--- src/rtl/rxq_pkg.sv ---
package rxq_pkg;

  typedef struct packed {
    logic brk;
    logic ferr;
    logic perr;
  } rxq_flags_t;

  // Threshold in bytes for a 2-bit code, scaled from the queue depth.
  function automatic int unsigned rxq_threshold(input logic [1:0] code,
                                                input int unsigned depth);
    case (code)
      2'd0:    return 1;
      2'd1:    return depth / 4;
      2'd2:    return depth / 2;
      default: return depth - 2;
    endcase
  endfunction

  function automatic logic rxq_flags_bad(input rxq_flags_t f);
    return f.brk | f.ferr | f.perr;
  endfunction

endpackage

--- src/rtl/rxq_ctrl.sv ---
module rxq_ctrl #(
  parameter int DEPTH = 16,
  localparam int LW = $clog2(DEPTH + 1)
) (
  input  logic          clk,
  input  logic          rst_n,
  input  logic          cfg_enable,
  input  logic          cfg_flush,
  input  logic          push_valid,
  input  logic          pop,
  output logic          do_wr,
  output logic          do_rd,
  output logic          do_clr,
  output logic          evt_drop,
  output logic [LW-1:0] level,
  output logic          empty,
  output logic          full,
  output logic          overrun
);

  logic          en_q;
  logic [LW-1:0] level_q;
  logic [LW-1:0] level_d;
  logic [LW-1:0] cap;

  assign cap    = cfg_enable ? LW'(DEPTH) : LW'(1);
  assign empty  = (level_q == '0);
  assign full   = (level_q >= cap);
  assign do_clr = cfg_flush | (cfg_enable != en_q);
  assign do_rd  = pop & ~empty & ~do_clr;
  assign do_wr  = push_valid & ~do_clr & (~full | do_rd);
  assign evt_drop = push_valid & ~do_clr & full & ~do_rd;

  always_comb begin
    if (do_clr) level_d = '0;
    else        level_d = level_q + LW'(do_wr) - LW'(do_rd);
  end

  always_ff @(posedge clk or negedge rst_n) begin
    if (!rst_n) begin
      en_q    <= 1'b0;
      level_q <= '0;
      overrun <= 1'b0;
    end else begin
      en_q    <= cfg_enable;
      level_q <= level_d;
      overrun <= evt_drop;
    end
  end

  assign level = level_q;

endmodule

--- src/rtl/rxq_ring.sv ---
module rxq_ring #(
  parameter int DEPTH  = 16,
  parameter int DATA_W = 8,
  localparam int AW = $clog2(DEPTH)
) (
  input  logic                clk,
  input  logic                rst_n,
  input  logic                wr,
  input  logic                rd,
  input  logic                clr,
  input  logic [DATA_W-1:0]   wdata,
  input  rxq_pkg::rxq_flags_t wflags,
  output logic [DATA_W-1:0]   rdata,
  output rxq_pkg::rxq_flags_t rflags,
  output logic                err_any
);

  logic [DATA_W-1:0]   data_q  [DEPTH];
  rxq_pkg::rxq_flags_t flag_q  [DEPTH];
  logic                valid_q [DEPTH];
  logic [DEPTH-1:0]    slot_bad;
  logic [AW-1:0]       wptr;
  logic [AW-1:0]       rptr;

  for (genvar g = 0; g < DEPTH; g++) begin : g_slot
    always_ff @(posedge clk or negedge rst_n) begin
      if (!rst_n) begin
        data_q[g]  <= '0;
        flag_q[g]  <= '0;
        valid_q[g] <= 1'b0;
      end else if (clr) begin
        valid_q[g] <= 1'b0;
      end else if (wr && wptr == AW'(g)) begin
        data_q[g]  <= wdata;
        flag_q[g]  <= wflags;
        valid_q[g] <= 1'b1;
      end else if (rd && rptr == AW'(g)) begin
        valid_q[g] <= 1'b0;
      end
    end
    assign slot_bad[g] = valid_q[g] & rxq_pkg::rxq_flags_bad(flag_q[g]);
  end

  assign err_any = |slot_bad;

  always_ff @(posedge clk or negedge rst_n) begin
    if (!rst_n) begin
      wptr   <= '0;
      rptr   <= '0;
      rdata  <= '0;
      rflags <= '0;
    end else if (clr) begin
      wptr <= '0;
      rptr <= '0;
    end else begin
      if (wr) wptr <= wptr + AW'(1);
      if (rd) begin
        rptr   <= rptr + AW'(1);
        rdata  <= data_q[rptr];
        rflags <= flag_q[rptr];
      end
    end
  end

endmodule

--- src/rtl/rxq_trig.sv ---
module rxq_trig #(
  parameter int DEPTH = 16,
  localparam int LW = $clog2(DEPTH + 1)
) (
  input  logic          clk,
  input  logic          rst_n,
  input  logic          cfg_enable,
  input  logic [1:0]    cfg_trig,
  input  logic [LW-1:0] level,
  output logic          data_avail,
  output logic          dma_rx_ready
);

  logic [LW-1:0] thr;
  logic          at_thr;
  logic          hold_q;
  logic          arm;

  assign thr    = LW'(rxq_pkg::rxq_threshold(cfg_trig, DEPTH));
  assign at_thr = (level >= thr);
  assign arm    = (level != '0) & (at_thr | hold_q);

  always_ff @(posedge clk or negedge rst_n) begin
    if (!rst_n) hold_q <= 1'b0;
    else        hold_q <= arm;
  end

  assign data_avail   = cfg_enable ? at_thr : (level != '0);
  assign dma_rx_ready = cfg_enable ? arm    : (level != '0);

endmodule

--- src/rtl/rxq_fifo.sv ---
module rxq_fifo #(
  parameter int DEPTH  = 16,
  parameter int DATA_W = 8,
  localparam int LW = $clog2(DEPTH + 1)
) (
  input  logic              clk,
  input  logic              rst_n,
  input  logic              cfg_enable,
  input  logic              cfg_flush,
  input  logic [1:0]        cfg_trig,
  input  logic              push_valid,
  input  logic [DATA_W-1:0] push_data,
  input  logic              push_perr,
  input  logic              push_ferr,
  input  logic              push_brk,
  input  logic              pop,
  output logic [DATA_W-1:0] rd_data,
  output logic              rd_perr,
  output logic              rd_ferr,
  output logic              rd_brk,
  output logic [LW-1:0]     level,
  output logic              empty,
  output logic              full,
  output logic              data_avail,
  output logic              err_any,
  output logic              overrun,
  output logic              dma_rx_ready
);

  logic                evt_wr;
  logic                evt_rd;
  logic                evt_clear;
  logic                evt_drop;
  rxq_pkg::rxq_flags_t in_flags;
  rxq_pkg::rxq_flags_t out_flags;

  assign in_flags.brk  = push_brk;
  assign in_flags.ferr = push_ferr;
  assign in_flags.perr = push_perr;

  rxq_ctrl #(.DEPTH(DEPTH)) u_ctrl (
    .clk(clk), .rst_n(rst_n), .cfg_enable(cfg_enable), .cfg_flush(cfg_flush),
    .push_valid(push_valid), .pop(pop), .do_wr(evt_wr), .do_rd(evt_rd),
    .do_clr(evt_clear), .evt_drop(evt_drop), .level(level), .empty(empty),
    .full(full), .overrun(overrun)
  );

  rxq_ring #(.DEPTH(DEPTH), .DATA_W(DATA_W)) u_ring (
    .clk(clk), .rst_n(rst_n), .wr(evt_wr), .rd(evt_rd), .clr(evt_clear),
    .wdata(push_data), .wflags(in_flags), .rdata(rd_data), .rflags(out_flags),
    .err_any(err_any)
  );

  rxq_trig #(.DEPTH(DEPTH)) u_trig (
    .clk(clk), .rst_n(rst_n), .cfg_enable(cfg_enable), .cfg_trig(cfg_trig),
    .level(level), .data_avail(data_avail), .dma_rx_ready(dma_rx_ready)
  );

  assign rd_perr = out_flags.perr;
  assign rd_ferr = out_flags.ferr;
  assign rd_brk  = out_flags.brk;

endmodule

--- config.mk ---
export PLATFORM = sky130hd
export DESIGN_NAME = rxq_fifo
export DESIGN_NICKNAME = d
export VERILOG_FILES = /design/src/rtl/rxq_pkg.sv /design/src/rtl/rxq_ctrl.sv /design/src/rtl/rxq_ring.sv /design/src/rtl/rxq_trig.sv /design/src/rtl/rxq_fifo.sv
export SDC_FILE = /design/constraint.sdc
export NUM_CORES = 1
export LEC_CHECK = 0
export BUFFER_PORTS_ARGS = -buffer_cell sky130_fd_sc_hd__buf_4
export CAP_MARGIN = 30
export CORE_MARGIN = 8
export CORE_UTILIZATION = 40
export CTS_CLUSTER_SIZE = 8
export DETAILED_ROUTE_END_ITERATION = 10
export GPL_TIMING_DRIVEN = 0
export PLACE_DENSITY_LB_ADDON = 0.15
export SLEW_MARGIN = 40
export SYNTH_ARGS = -nofsm -noshare
export SYNTH_HDL_FRONTEND = slang
export SYNTH_SLANG_ARGS = --single-unit
--- constraint.sdc ---
create_clock -name clk -period 5.1 [get_ports clk]
set_input_delay 0.51 -clock clk [delete_from_list [all_inputs] [get_ports clk]]
set_output_delay 0.51 -clock clk [all_outputs]
set_load 0.05 [all_outputs]
==> results_dict.tcl <==
set metrics [dict create \
    status "complete, no violations" \
    p_per_area_mw_per_mm2 319 \
    rsz0062_at_grt "no" \
    r2r_slack_ns 1.43 \
    layout_min_cycle_time_ns 3.67 \
    met3_usage 0.0332 \
    multi_input_area_mm2 0.00522 \
    final_common_cell "dfrtp_1" \
    fillerInstances 2428 \
    synth_cell_types 49 \
    drt_drc_violations_left 0 \
    final_util 0.464 \
    htreeDepth 1 \
    min_path_cells 1 \
    vias 6785 \
    period_share 0.720 \
    synth-edff-count 0 \
    max_cap_violations 0 \
    core-area_mm2 0.0277 \
    n_antenna_cell 0 \
    die_w_um 183 \
    worstSetupStartpointType "register" \
    internal_power_mw 3.09 \
    use_met1 0.248 \
    post_drt_wl_per_cell_um 25.5 \
    regArea_mm2 0.00548 \
    power_frac_clock 0.439 \
    drt_iter0_drc 462 \
    viasPerCell 5.55 \
    root_buffer "clkbuf_16" \
    hpwl_mm 20.8 \
    synth_nets 807 \
    mostFrequentLayoutCells "219 x dfrtp_1, 117 x mux2_4, 75 x nand2_1" \
    clock-sinks 219 \
    fp-row-count 61 \
    num_io_pins 41 \
    yosysWarnings 0 \
    synthToLayoutAreaGrowth_pct 14.8 \
    cts_tree "done" \
    routed_wl_mm 31.2 \
    dp_slack_ns 1.42 \
    swShare 0.247 \
    start_util 0.404 \
    synth_cells 766 \
    max_slew_margin 0.470 \
    worst_pin_slew_ns 0.795 \
    cp.arrival_ns 4.13 \
    worstSetupPathType "reg -> reg" \
    cts_buffers 31 \
    synth.cell_area_mm2 0.0112 \
    clk_latency_ns 0.54 \
    crit_path_max_fanout 10 \
    grt_antenna_before_repair 1 \
    power_mw 4.10 \
    grt_use_total 0.190 \
    synth_ff_type "dfrtp_1" \
    grt_overflow_total 0 \
    required_ns 5.56 \
    clkTransAtPathRegs_ns 0.05 \
    pwr-share-seq 0.455 \
    grt_pass1_vias 7580 \
    fin_setup_tns_ns 0 \
    min_path_type "in -> reg" \
    grt_first_pass_wirelength_mm 48.4 \
    timing_hold_violations_final 0 \
    maxSlewViolCount 0 \
    met2_usage 0.321 \
    power.leakage_nw 6.38 \
    die_h_um 183 \
    drive_above_1_share 0.411 \
    p_sw_mw 1.01 \
    clock.fmax_ghz 0.272 \
    fin_hold_ws_ns 0.0933 \
    yosysSeqAreaShare 0.489 \
    drt_first_pass_iters 7 \
    synth_seq_cells 219 \
    synthArstFlopShare 1.00 \
    grt_max_degree 78 \
    ff2ff_path_depth 11 \
    ant_nets 0 \
    avgSynthCellArea_um2 14.6 \
    die-area_mm2 0.0336 \
    combPwrFrac 0.107 \
    peakVddDrop_mv 0.212 \
    busiest_layer "met2" \
    finalSetupViolCount 0 \
    io_buffers 40 \
    cts_buffer_depth 3 \
    fin_ws_ns 1.43 \
    endpoint_kind "register" \
    worst_clock_skew_ns 0.00614 \
    finalNetCount 883 \
    place.gp.congestion 0.834 \
]
==> cell type report <==
type                       count  share of cell area
clock inverter                 1            0.000681
sequential                   219               0.426
buffer                        53              0.0346
inverter                      17             0.00496
tap                          378              0.0368
multi-input combinational    477               0.406
timing repair buffer          43              0.0290
clock buffer                  35              0.0623
==> power groups by stage <==
stage / Clock (mW) / Sequential [mW] / Combinational [mW]
after floorplan: 0 / 1.94 / 0.235
after global placement: 0 / 1.89 / 0.427
after detailed placement: 0 / 1.89 / 0.442
after CTS: 1.84 / 1.86 / 0.444
after global routing: 1.91 / 1.87 / 0.474
final: 1.80 / 1.87 / 0.439
==> layer usage <==
metal  part of all wire  vias to the layer above
li1                   -                     2960
met1               0.44                     3598
met2               0.49                      179
met3              0.047                       48
met4              0.023                        0
met5                  0                        -
==> cells in the mapped netlist, types with 2 or more instances <==
library cell | n | area [µm²]
a21oi_1 | 18 | 90.1
a221o_1 | 10 | 100
a31oi_1 | 3 | 18.8
and2_1 | 3 | 18.8
and3_1 | 4 | 25.0
and4_4 | 4 | 45.0
buf_1 | 3 | 11.3
buf_12 | 10 | 200
buf_2 | 4 | 20.0
buf_4 | 5 | 37.5
buf_6 | 7 | 78.8
clkbuf_1 | 24 | 90.1
dfrtp_1 | 219 | 5480
ha_1 | 21 | 263
inv_1 | 17 | 63.8
mux2_2 | 59 | 664
mux2_4 | 117 | 1760
mux2i_1 | 2 | 20.0
mux4_2 | 43 | 968
nand2_1 | 75 | 282
nand2b_1 | 10 | 62.6
nand3_1 | 4 | 20.0
nand4_1 | 9 | 56.3
nand4_4 | 9 | 191
nor2_1 | 17 | 63.8
nor2b_1 | 4 | 25.0
nor3_1 | 2 | 10.0
o211ai_1 | 12 | 90.1
o21ai_0 | 3 | 15.0
o311ai_0 | 4 | 35.0
o31ai_1 | 17 | 128
or2_2 | 2 | 12.5
or3_1 | 2 | 12.5
or4_1 | 2 | 15.0
xnor2_1 | 3 | 26.3
xor2_1 | 5 | 43.8
==> per-stage QoR <==
step / instances / instance area (µm²)
final: 1223 / 12900
after global routing: 1223 / 12900
after global placement: 1184 / 12000
after floorplan: 766 / 11200
after detailed placement: 1186 / 12000
after CTS: 1223 / 12900
==> sequential cells by signal, summed over array words and instances (netlist names) <==
signal,flops
u_ring.flag_q,48
u_ctrl.en_q,1
u_ring.wptr,4
u_ring.valid_q,16
u_ctrl.level,5
u_trig.hold_q,1
u_ring.rptr,4
u_ring.data_q,128
u_ring.rflags,3
u_ring.rdata,8
u_ctrl.overrun,1
==> worst max-delay path, cell delays in order (launching register included) <==
cell and delay [ns]:
dfrtp_1 0.42, inv_1 0.11, ha_1 0.21, or4b_4 0.25, nand4_1 0.55, clkbuf_2 0.50, or2_2 0.40, fa_1 0.43
a21oi_1 0.16, nor2_1 0.07, or3_1 0.34, a21oi_1 0.14
==> worst paths after layout <==
kind / endpoint / startpoint
max in group asynchronous: u_ring.data_q[60] / rst_n
worst max-delay path: u_ctrl.level[4] / u_ctrl.level[3]
worst max register to register: u_ctrl.level[4] / u_ctrl.level[3]
worst min register to register: u_ring.rdata[6] / u_ring.rdata[6]
min in group asynchronous: u_trig.hold_q / rst_n
worst min-delay path: u_ctrl.en_q / cfg_enable
==> timing repair <==
| item | in CTS | in global routing |
|---|---|---|
| hold endpoints to repair | 66 | 0 |
| buffers inserted | 0 | 0 |
| hold buffers | 1 | 0 |
| resized for setup | 0 | 0 |
| endpoints found under the setup margin | 0 | 0 |
==> logic make-up (layout without fill, tap and decap cells) <==
family	Yosys count	count (layout)	share of synthesized area
muxes	221	221	0.304
DFF	219	219	0.489
and+or+nand+nor	152	152	0.0799
AOI/OAI and AO/OA	73	73	0.0485
buffers and inverters	70	149	0.0448
adders and majority gates	22	22	0.0253
xor gates and xnor gates	9	9	0.00771
(Power assumes the default switching activity.)
